[config.mk]
export PLATFORM = sky130hd
export DESIGN_NAME = shiftadd_mul
export DESIGN_NICKNAME = d
export VERILOG_FILES = /design/src/rtl/shiftadd_mul_pkg.sv /design/src/rtl/shiftadd_mul_ctrl.sv /design/src/rtl/shiftadd_mul_adder.sv /design/src/rtl/shiftadd_mul_datapath.sv /design/src/rtl/shiftadd_mul.sv
export SDC_FILE = /design/constraint.sdc
export NUM_CORES = 1
export LEC_CHECK = 0
export ABC_AREA = 1
export BUFFER_PORTS_ARGS = -buffer_cell sky130_fd_sc_hd__buf_2
export CAP_MARGIN = 5
export CORE_MARGIN = 10
export CORE_UTILIZATION = 50
export CTS_CLUSTER_SIZE = 20
export DETAILED_ROUTE_END_ITERATION = 12
export PLACE_DENSITY = 0.82
export SLEW_MARGIN = 15
export SYNTH_ARGS = -nofsm -noshare
export SYNTH_HDL_FRONTEND = slang
export SYNTH_SLANG_ARGS = --single-unit
export TNS_END_PERCENT = 5
[constraint.sdc]
create_clock -name clk -period 4.7 [get_ports clk]
set_input_delay 0.94 -clock clk [delete_from_list [all_inputs] [get_ports clk]]
set_output_delay 0.94 -clock clk [all_outputs]
set_load 0.005 [all_outputs]
[src/rtl/shiftadd_mul_pkg.sv]
package shiftadd_mul_pkg;

    typedef enum logic [1:0] {
        MS_IDLE = 2'd0,
        MS_RUN  = 2'd1,
        MS_DONE = 2'd2
    } mul_state_e;

endpackage

[src/rtl/shiftadd_mul_ctrl.sv]
module shiftadd_mul_ctrl
    import shiftadd_mul_pkg::*;
#(
    parameter int W = 8
) (
    input  logic clk,
    input  logic rst_n,
    input  logic start_i,
    output logic load_o,
    output logic step_o,
    output logic busy_o,
    output logic done_o
);
    localparam int          CW   = $clog2(W + 1);
    localparam logic [CW-1:0] LAST = CW'(W - 1);

    typedef struct packed {
        mul_state_e      st;
        logic [CW-1:0]   cnt;
    } ctrl_t;

    ctrl_t c_d, c_q;
    logic  load_d;

    always_comb begin
        c_d    = c_q;
        load_d = 1'b0;
        unique case (c_q.st)
            MS_RUN: begin
                c_d.cnt = c_q.cnt + 1'b1;
                if (c_q.cnt == LAST) begin
                    c_d.st = MS_DONE;
                end
            end
            MS_DONE: begin
                if (start_i) begin
                    c_d.st  = MS_RUN;
                    c_d.cnt = '0;
                    load_d  = 1'b1;
                end else begin
                    c_d.st = MS_IDLE;
                end
            end
            default: begin
                if (start_i) begin
                    c_d.st  = MS_RUN;
                    c_d.cnt = '0;
                    load_d  = 1'b1;
                end
            end
        endcase
    end

    always_ff @(posedge clk or negedge rst_n) begin
        if (!rst_n) begin
            c_q.st  <= MS_IDLE;
            c_q.cnt <= '0;
        end else begin
            c_q <= c_d;
        end
    end

    assign load_o = load_d;
    assign step_o = (c_q.st == MS_RUN);
    assign busy_o = (c_q.st == MS_RUN);
    assign done_o = (c_q.st == MS_DONE);

endmodule

[src/rtl/shiftadd_mul_adder.sv]
module shiftadd_mul_adder #(
    parameter int W = 8
) (
    input  logic [W-1:0] x_i,
    input  logic [W-1:0] y_i,
    output logic [W-1:0] s_o,
    output logic         c_o
);
    logic [W:0] cy;

    assign cy[0] = 1'b0;

    for (genvar i = 0; i < W; i++) begin : g_bit
        assign s_o[i]  = x_i[i] ^ y_i[i] ^ cy[i];
        assign cy[i+1] = (x_i[i] & y_i[i]) | (cy[i] & (x_i[i] ^ y_i[i]));
    end

    assign c_o = cy[W];

endmodule

[src/rtl/shiftadd_mul_datapath.sv]
module shiftadd_mul_datapath #(
    parameter int W = 8
) (
    input  logic           clk,
    input  logic           rst_n,
    input  logic           load_i,
    input  logic           step_i,
    input  logic [W-1:0]   mcand_i,
    input  logic [W-1:0]   mplier_i,
    output logic [2*W-1:0] product_o
);
    typedef struct packed {
        logic [W-1:0] m;
        logic [W-1:0] a;
        logic [W-1:0] q;
    } dp_t;

    dp_t          r_d, r_q;
    logic [W-1:0] addend;
    logic [W-1:0] sum;
    logic         carry;

    // the multiplicand is gated to zero when the current multiplier bit is clear
    assign addend = r_q.q[0] ? r_q.m : '0;

    shiftadd_mul_adder #(.W(W)) u_add (
        .x_i (r_q.a),
        .y_i (addend),
        .s_o (sum),
        .c_o (carry)
    );

    always_comb begin
        r_d = r_q;
        if (load_i) begin
            r_d.m = mcand_i;
            r_d.a = '0;
            r_d.q = mplier_i;
        end else if (step_i) begin
            // carry:sum:q moves right one place, old q[0] falls off
            r_d.a = {carry, sum[W-1:1]};
            r_d.q = {sum[0], r_q.q[W-1:1]};
        end
    end

    always_ff @(posedge clk or negedge rst_n) begin
        if (!rst_n) begin
            r_q <= '0;
        end else begin
            r_q <= r_d;
        end
    end

    assign product_o = {r_q.a, r_q.q};

endmodule

[src/rtl/shiftadd_mul.sv]
module shiftadd_mul #(
    parameter int W = 8
) (
    input  logic           clk,
    input  logic           rst_n,
    input  logic           start_i,
    input  logic [W-1:0]   mcand_i,
    input  logic [W-1:0]   mplier_i,
    output logic           busy_o,
    output logic           done_o,
    output logic [2*W-1:0] product_o
);
    logic load;
    logic step;

    shiftadd_mul_ctrl #(.W(W)) u_ctrl (
        .clk     (clk),
        .rst_n   (rst_n),
        .start_i (start_i),
        .load_o  (load),
        .step_o  (step),
        .busy_o  (busy_o),
        .done_o  (done_o)
    );

    shiftadd_mul_datapath #(.W(W)) u_dp (
        .clk       (clk),
        .rst_n     (rst_n),
        .load_i    (load),
        .step_i    (step),
        .mcand_i   (mcand_i),
        .mplier_i  (mplier_i),
        .product_o (product_o)
    );

endmodule

# Word-level counts from Yosys, hierarchy flattened
# Index checks and enable logic that the tools add are counted.
# word_totals
elab_cells,63
output_inout_bits,18
ff_bits,30
# classes
muxes,10
n_eq_ne,5
addsub,1
n_reduce_logical,5
bitwise_logic,37
# op_table
operator,count
two-way mux 16 bit,2
bitwise AND 1 bit,15
bitwise XOR 1 bit,15
case mux 6 bit (2 select lines),1
two-way mux 8 bit,1
OR 1 bit,7
two-way mux 6 bit,1
"adder 4 x 1 -> 4 bit, second input constant",1
"equality test 4 x 3 -> 1 bit, second input constant",1
two-way mux 4 bit,1
AND reduction 2 bit,2
nonzero test 2 bit,2
two-way mux 1 bit,3
nonzero test 3 bit,1
"equality test 2 x 1 -> 1 bit, second input constant",1
"equality test 2 bit, second input constant",1
two-way mux 2 bit,1
"inequality test 2 x 1 -> 1 bit, second input constant",1
"inequality test 2 bit, second input constant",1

# Logic depth before layout (Yosys ltp)
# logic_depth
word_depth,18
ltp_mapped,15
depth_no_buf,14

# By module
# A second synthesis with hierarchy kept.
# hier_totals
hier_cells,214
hier_area_um2,1788.0
# by_module_without_submodules
mod,n_inst,area_each_um2,cells_per_inst
shiftadd_mul_datapath,1,1204.9,146
shiftadd_mul_ctrl,1,392.9,50
shiftadd_mul_adder,1,190.2,18

# Least setup slack after synthesis
# Ideal clock, no wire load.
# synth_path
path_kind,reg2reg
startpoint,register u_dp.r_q (netlist bit u_dp.product_o[0])
endpoint,register u_dp.r_q (netlist bit u_dp.product_o[14])
stages_incl_launch_ff,16
arrival_time_ns,3.483
setup_time_ns,0.121
period_less_slack_ns,3.604
n_path_buf,1
required_time_ns,4.579
setup_slack_ns,1.096
cell_sequence,dfrtp_1 > clkbuf_1 > nand2_1 > inv_1 > ha_1 > inv_1 > fa_1 > fa_1 > fa_1 > fa_1 > fa_1 > inv_1 > fa_1 > inv_1 > fa_1 > o21ai_1
# synth_between
elab_chain_cells,17
word_cells_on_any_way,30
classes_between,mux: 3; bitwise: 27
# synth_lines
element,line_no,source
"start, declared",shiftadd_mul_datapath.sv:18,"dp_t r_d, r_q;"
"start signal, assigned",shiftadd_mul_datapath.sv:50,r_q <= r_d;
two-way mux 8 bit *,shiftadd_mul_datapath.sv:24,assign addend = r_q.q[0] ? r_q.m : '0;
bitwise AND 1 bit or bitwise XOR 1 bit (tied branches),shiftadd_mul_adder.sv:15,assign cy[i+1] = (x_i[i] & y_i[i]) | (cy[i] & (x_i[i] ^ y_i[i]));
bitwise AND 1 bit,shiftadd_mul_adder.sv:15,
OR 1 bit,shiftadd_mul_adder.sv:15,
bitwise AND 1 bit,shiftadd_mul_adder.sv:15,
OR 1 bit,shiftadd_mul_adder.sv:15,
bitwise AND 1 bit,shiftadd_mul_adder.sv:15,
OR 1 bit,shiftadd_mul_adder.sv:15,
bitwise AND 1 bit,shiftadd_mul_adder.sv:15,
OR 1 bit,shiftadd_mul_adder.sv:15,
bitwise AND 1 bit,shiftadd_mul_adder.sv:15,
OR 1 bit,shiftadd_mul_adder.sv:15,
bitwise AND 1 bit,shiftadd_mul_adder.sv:15,
OR 1 bit,shiftadd_mul_adder.sv:15,
bitwise XOR 1 bit *,shiftadd_mul_adder.sv:14,assign s_o[i] = x_i[i] ^ y_i[i] ^ cy[i];
two-way mux 16 bit *,shiftadd_mul_datapath.sv:39,end else if (step_i) begin
two-way mux 16 bit *,shiftadd_mul_datapath.sv:35,if (load_i) begin
# Every way passes the cells marked *; elsewhere a longest branch is shown, timed or not. The select of a mux whose other input is x is not followed.
# A chain may end at the register's enable or synchronous reset.

# Worst setup path after layout
# Ends and elaborated chain as after synthesis.

==> Flow_metrics.wiki <==
{| class="wikitable"
! Metric !! Value
|-
| Syn Nets || 221
|-
| Cell area after placement || 1730 sq um
|-
| Clock sinks || 30
|-
| Initial standard-cell utilization of the core || 0.531
|-
| Count of instances resized after the clock tree is built || 0
|-
| Worst path cell trace || nand2_1, inv_1, ha_1, inv_1, fa_1, fa_1, fa_1, fa_1, fa_1, inv_1, fa_1, inv_1, fa_1, o21ai_1
|-
| Fin. Hold Viols || 0
|-
| Vias || 1201
|-
| Class of the worst hold path || register to register
|-
| Io pins || 37
|-
| Maximum clock frequency || 275 MHz
|-
| Final std cell area, no fill || 1790 sq um
|-
| Gate count of the mapped netlist || 191
|-
| Power share of the combinational group || 0.413
|-
| Max H-tree Level || 2
|-
| Total power || 1.03 mW
|-
| Cell total after placement || 250
|-
| Post-Syn Area || 1650 sq um
|-
| Leading post-synthesis cells by cell area || sky130_fd_sc_hd__dfrtp_1, sky130_fd_sc_hd__nand2_1, sky130_fd_sc_hd__fa_1
|-
| Skew-Pair Late Insertion Delay || 0.33 ns
|-
| Top-count cell post-synth || sky130_fd_sc_hd__nand2_1
|-
| Total net switching power || 418 uW
|-
| Count of warnings emitted by yosys || 0
|-
| Worst slew margin relative to its limit || 0.443
|-
| Die span in x || 77.4 microns
|-
| Drc violations || 0
|-
| Netlist cell types || 20
|-
| Detailed Route WL || 3120 microns
|-
| Total leakage power || 0.952 nW
|-
| Final-layout worst hold slack || 0.480 ns
|-
| Final period util || 0.774
|-
| Sequential-to-total area share from yosys stat || 0.456
|-
| Max FO, Critical Path || 10
|-
| Result of the run || finished clean
|-
| Flip-flop and latch count after synthesis || 30
|-
| Clock-pin slew on the worst setup and hold paths || 0.09 ns
|-
| Worst min-delay path endpoint || u_dp.r_q[16]$_DFFE_PN0P_
|-
| Detailed placer's ending HPWL || 2460 microns
|-
| Vias in the first global route || 1197
|-
| Number of I/O port buffers || 36
|-
| Die area || 5990 sq um
|-
| Share of cells above drive strength 1 || 0.229
|-
| Synthesis-to-layout area growth || 8.50%
|-
| Mean area per synthesized cell || 8.63 sq um
|-
| Largest net degree at the start of global routing || 31
|-
| Cell with the largest stage delay on the worst path || sky130_fd_sc_hd__dfrtp_1
|-
| Number of antenna violations at the first check in global routing || 0
|-
| Cell occurring most often along the worst timing path || sky130_fd_sc_hd__fa_1
|-
| Number of antenna cells inserted || 0
|-
| Combined buffer and inverter count along the critical path || 4
|-
| Internal reg-to-reg setup slack || 1.06 ns
|-
| Hold Path Cell Cnt || 2
|-
| Buffer levels on the longest clock path || 2
|-
| Row Count || 20
|-
| Net count of the finished layout || 243
|-
| Final slew viol count || 0
|-
| Hold path start || u_dp.r_q[16]$_DFFE_PN0P_
|-
| First-pass GRT wire length || 5260 microns
|-
| Buffers inserted by post-CTS timing repair || 0
|-
| Number of enable-type register cells in the synthesized netlist || 0
|-
| Count of TritonRoute iterations in the first routing pass || 4
|-
| Switching power share of the total || 0.407
|-
| Clock tree from TritonCTS || built
|-
| Core footprint || 3100 sq um
|-
| Fraction of the core area covered by cells at the end of the flow || 0.576
|-
| Routability Congestion || 0.817
|-
| RSZ-0062 raised after global routing || false
|-
| Overall overflow remaining after global route || 0
|-
| Largest vdd supply drop || 0.226 mV
|-
| Share of flip-flops with an asynchronous set or reset || 1.00
|-
| Largest area contributor in the synthesized netlist || sky130_fd_sc_hd__dfrtp_1
|-
| Worst-case reg-to-reg path depth || 14
|-
| Routed len/inst || 12.1 microns
|-
| Final setup slack of the worst path || 1.06 ns
|-
| Vias/cell || 4.66
|-
| Post-layout min period || 3.64 ns
|-
| Critical R2R Capture || u_dp.product_o[14]$_DFFE_PN0P_
|-
| Antenna Violating Nets Remaining || 0
|-
| Setup skew after layout || 0.00662 ns
|-
| Root buf cell || sky130_fd_sc_hd__clkbuf_4
|-
| Critical path start-end classification || register to register
|-
| R2R Path Start || u_dp.product_o[0]$_DFFE_PN0P_
|-
| Combined global-route utilization of all metal layers || 0.107
|-
| Total CTS buffers || 5
|-
| Final std cells w/o fill || 258
|-
| Synth Flop Type || sky130_fd_sc_hd__dfrtp_1
|-
| Top cell type's share of synthesized area || 0.456
|-
| Final total negative setup slack || 0 ns
|-
| Stage delay of the slowest cell on the critical path || 0.50 ns
|-
| Setup violation total in the final timing report || 0
|-
| Cell types with the highest counts after synthesis || sky130_fd_sc_hd__nand2_1, sky130_fd_sc_hd__dfrtp_1, sky130_fd_sc_hd__inv_1
|-
| Required @ worst endpoint || 4.92 ns
|-
| CP endpoint kind || register
|-
| Filler cells || 309
|-
| Clock share of power || 0.153
|-
| Number of buffers inserted for hold repair after clock tree synthesis || 0
|-
| Areal power density over the cells || 574 nW/um^2
|-
| Kind of launch point of the worst setup path || register
|-
| Max cap viols || 0
|-
| Internal power component || 608 uW
|-
| Transition time at the pin with the least slew margin || 0.835 ns
|-
| Arrival @ worst endpoint || 3.86 ns
|-
| First-iteration detailed-routing DRC count || 65
|-
| Share of power burned in registers || 0.434
|-
| Worst path top cell family by delay || adder cells
|-
| Worst slack at placement || 1.06 ns
|-
| DIE HEIGHT || 77.4 microns
|}
[cell families (layout without fill, tap and decap cells)]
group           Yosys count  in the layout  synth area share
simple gates             93             93             0.237
fa+ha+maj                11             11             0.115
flops                    30             30             0.456
buf+inv                  43             66             0.146
compound gates           14             14            0.0463
[worst reg2reg max path, stage by stage (launching register included)]
cell	delay [ns]
sky130_fd_sc_hd__dfrtp_1	0.50
sky130_fd_sc_hd__nand2_1	0.08
sky130_fd_sc_hd__inv_1	0.06
sky130_fd_sc_hd__ha_1	0.13
sky130_fd_sc_hd__inv_1	0.05
sky130_fd_sc_hd__fa_1	0.37
sky130_fd_sc_hd__fa_1	0.39
sky130_fd_sc_hd__fa_1	0.39
sky130_fd_sc_hd__fa_1	0.38
sky130_fd_sc_hd__fa_1	0.37
sky130_fd_sc_hd__inv_1	0.07
sky130_fd_sc_hd__fa_1	0.15
sky130_fd_sc_hd__inv_1	0.05
sky130_fd_sc_hd__fa_1	0.47
sky130_fd_sc_hd__o21ai_1	0.07
[worst max-delay path by stage]
| stage | start | endpoint | cells past startpoint | slack (ns) |
|---|---|---|---|---|
| after floorplan | u_dp.product_o[0]$_DFFE_PN0P_ | u_dp.product_o[14]$_DFFE_PN0P_ | 15 | 1.10 |
| after global placement | u_dp.product_o[0]$_DFFE_PN0P_ | u_dp.product_o[14]$_DFFE_PN0P_ | 14 | 1.14 |
| after detailed placement | u_dp.product_o[0]$_DFFE_PN0P_ | u_dp.product_o[14]$_DFFE_PN0P_ | 14 | 1.06 |
| after CTS | u_dp.product_o[0]$_DFFE_PN0P_ | u_dp.product_o[14]$_DFFE_PN0P_ | 14 | 1.05 |
| after global routing | u_dp.product_o[0]$_DFFE_PN0P_ | u_dp.product_o[14]$_DFFE_PN0P_ | 14 | 0.85 |
| final | u_dp.product_o[0]$_DFFE_PN0P_ | u_dp.product_o[14]$_DFFE_PN0P_ | 14 | 1.06 |
[registers in the layout (all words and copies together), names as in the netlist]
| name | flops |
|---|---|
| u_dp.product_o | 16 |
| u_dp.r_q | 8 |
| u_ctrl.c_q | 6 |
[cell usage in the layout, fill, tap and decap left out]
cell,instances
sky130_fd_sc_hd__clkbuf_1,1
sky130_fd_sc_hd__nor2_4,1
sky130_fd_sc_hd__clkinv_2,1
sky130_fd_sc_hd__nand2_2,1
sky130_fd_sc_hd__o21ai_0,4
sky130_fd_sc_hd__o22ai_1,5
sky130_fd_sc_hd__a21oi_1,3
sky130_fd_sc_hd__nand2_1,73
sky130_fd_sc_hd__buf_2,36
sky130_fd_sc_hd__clkbuf_4,5
sky130_fd_sc_hd__clkbuf_8,1
sky130_fd_sc_hd__dfrtp_1,30
sky130_fd_sc_hd__inv_1,19
sky130_fd_sc_hd__inv_4,1
sky130_fd_sc_hd__o21ai_1,2
sky130_fd_sc_hd__nor2_8,1
sky130_fd_sc_hd__ha_1,4
sky130_fd_sc_hd__nor2_1,5
sky130_fd_sc_hd__nand3_1,12
sky130_fd_sc_hd__inv_2,2
sky130_fd_sc_hd__fa_1,7
[cell type report]
| class | count | area [sq um] | share of cell area |
|---|---|---|---|
| clock buffer | 7 | 55.1 | 0.0308 |
| clock inverter | 1 | 5.00 | 0.00280 |
| inverter | 22 | 85.1 | 0.0476 |
| multi-input combinational | 118 | 657 | 0.367 |
| sequential | 30 | 751 | 0.420 |
| tap | 44 | 55.1 | 0.0308 |
| timing repair buffer | 36 | 180 | 0.101 |
[power by group through the flow]
stage	logic [mW]	registers (mW)	clock network, mW
after global routing	0.491	0.463	0.174
after global placement	0.426	0.444	0
after CTS	0.434	0.446	0.163
after floorplan	0.396	0.426	0
final	0.423	0.446	0.157
after detailed placement	0.430	0.452	0
[layer usage]
layer,track usage,share of wire,vias to the layer above,wire (microns)
met1,0.128,0.45,550,1410
met3,0.0438,0.060,6,187
met4,0.0566,0.021,0,65
met5,0,0,-,0
met2,0.163,0.47,32,1460
li1,-,-,613,-
(Power assumes the default switching activity.)
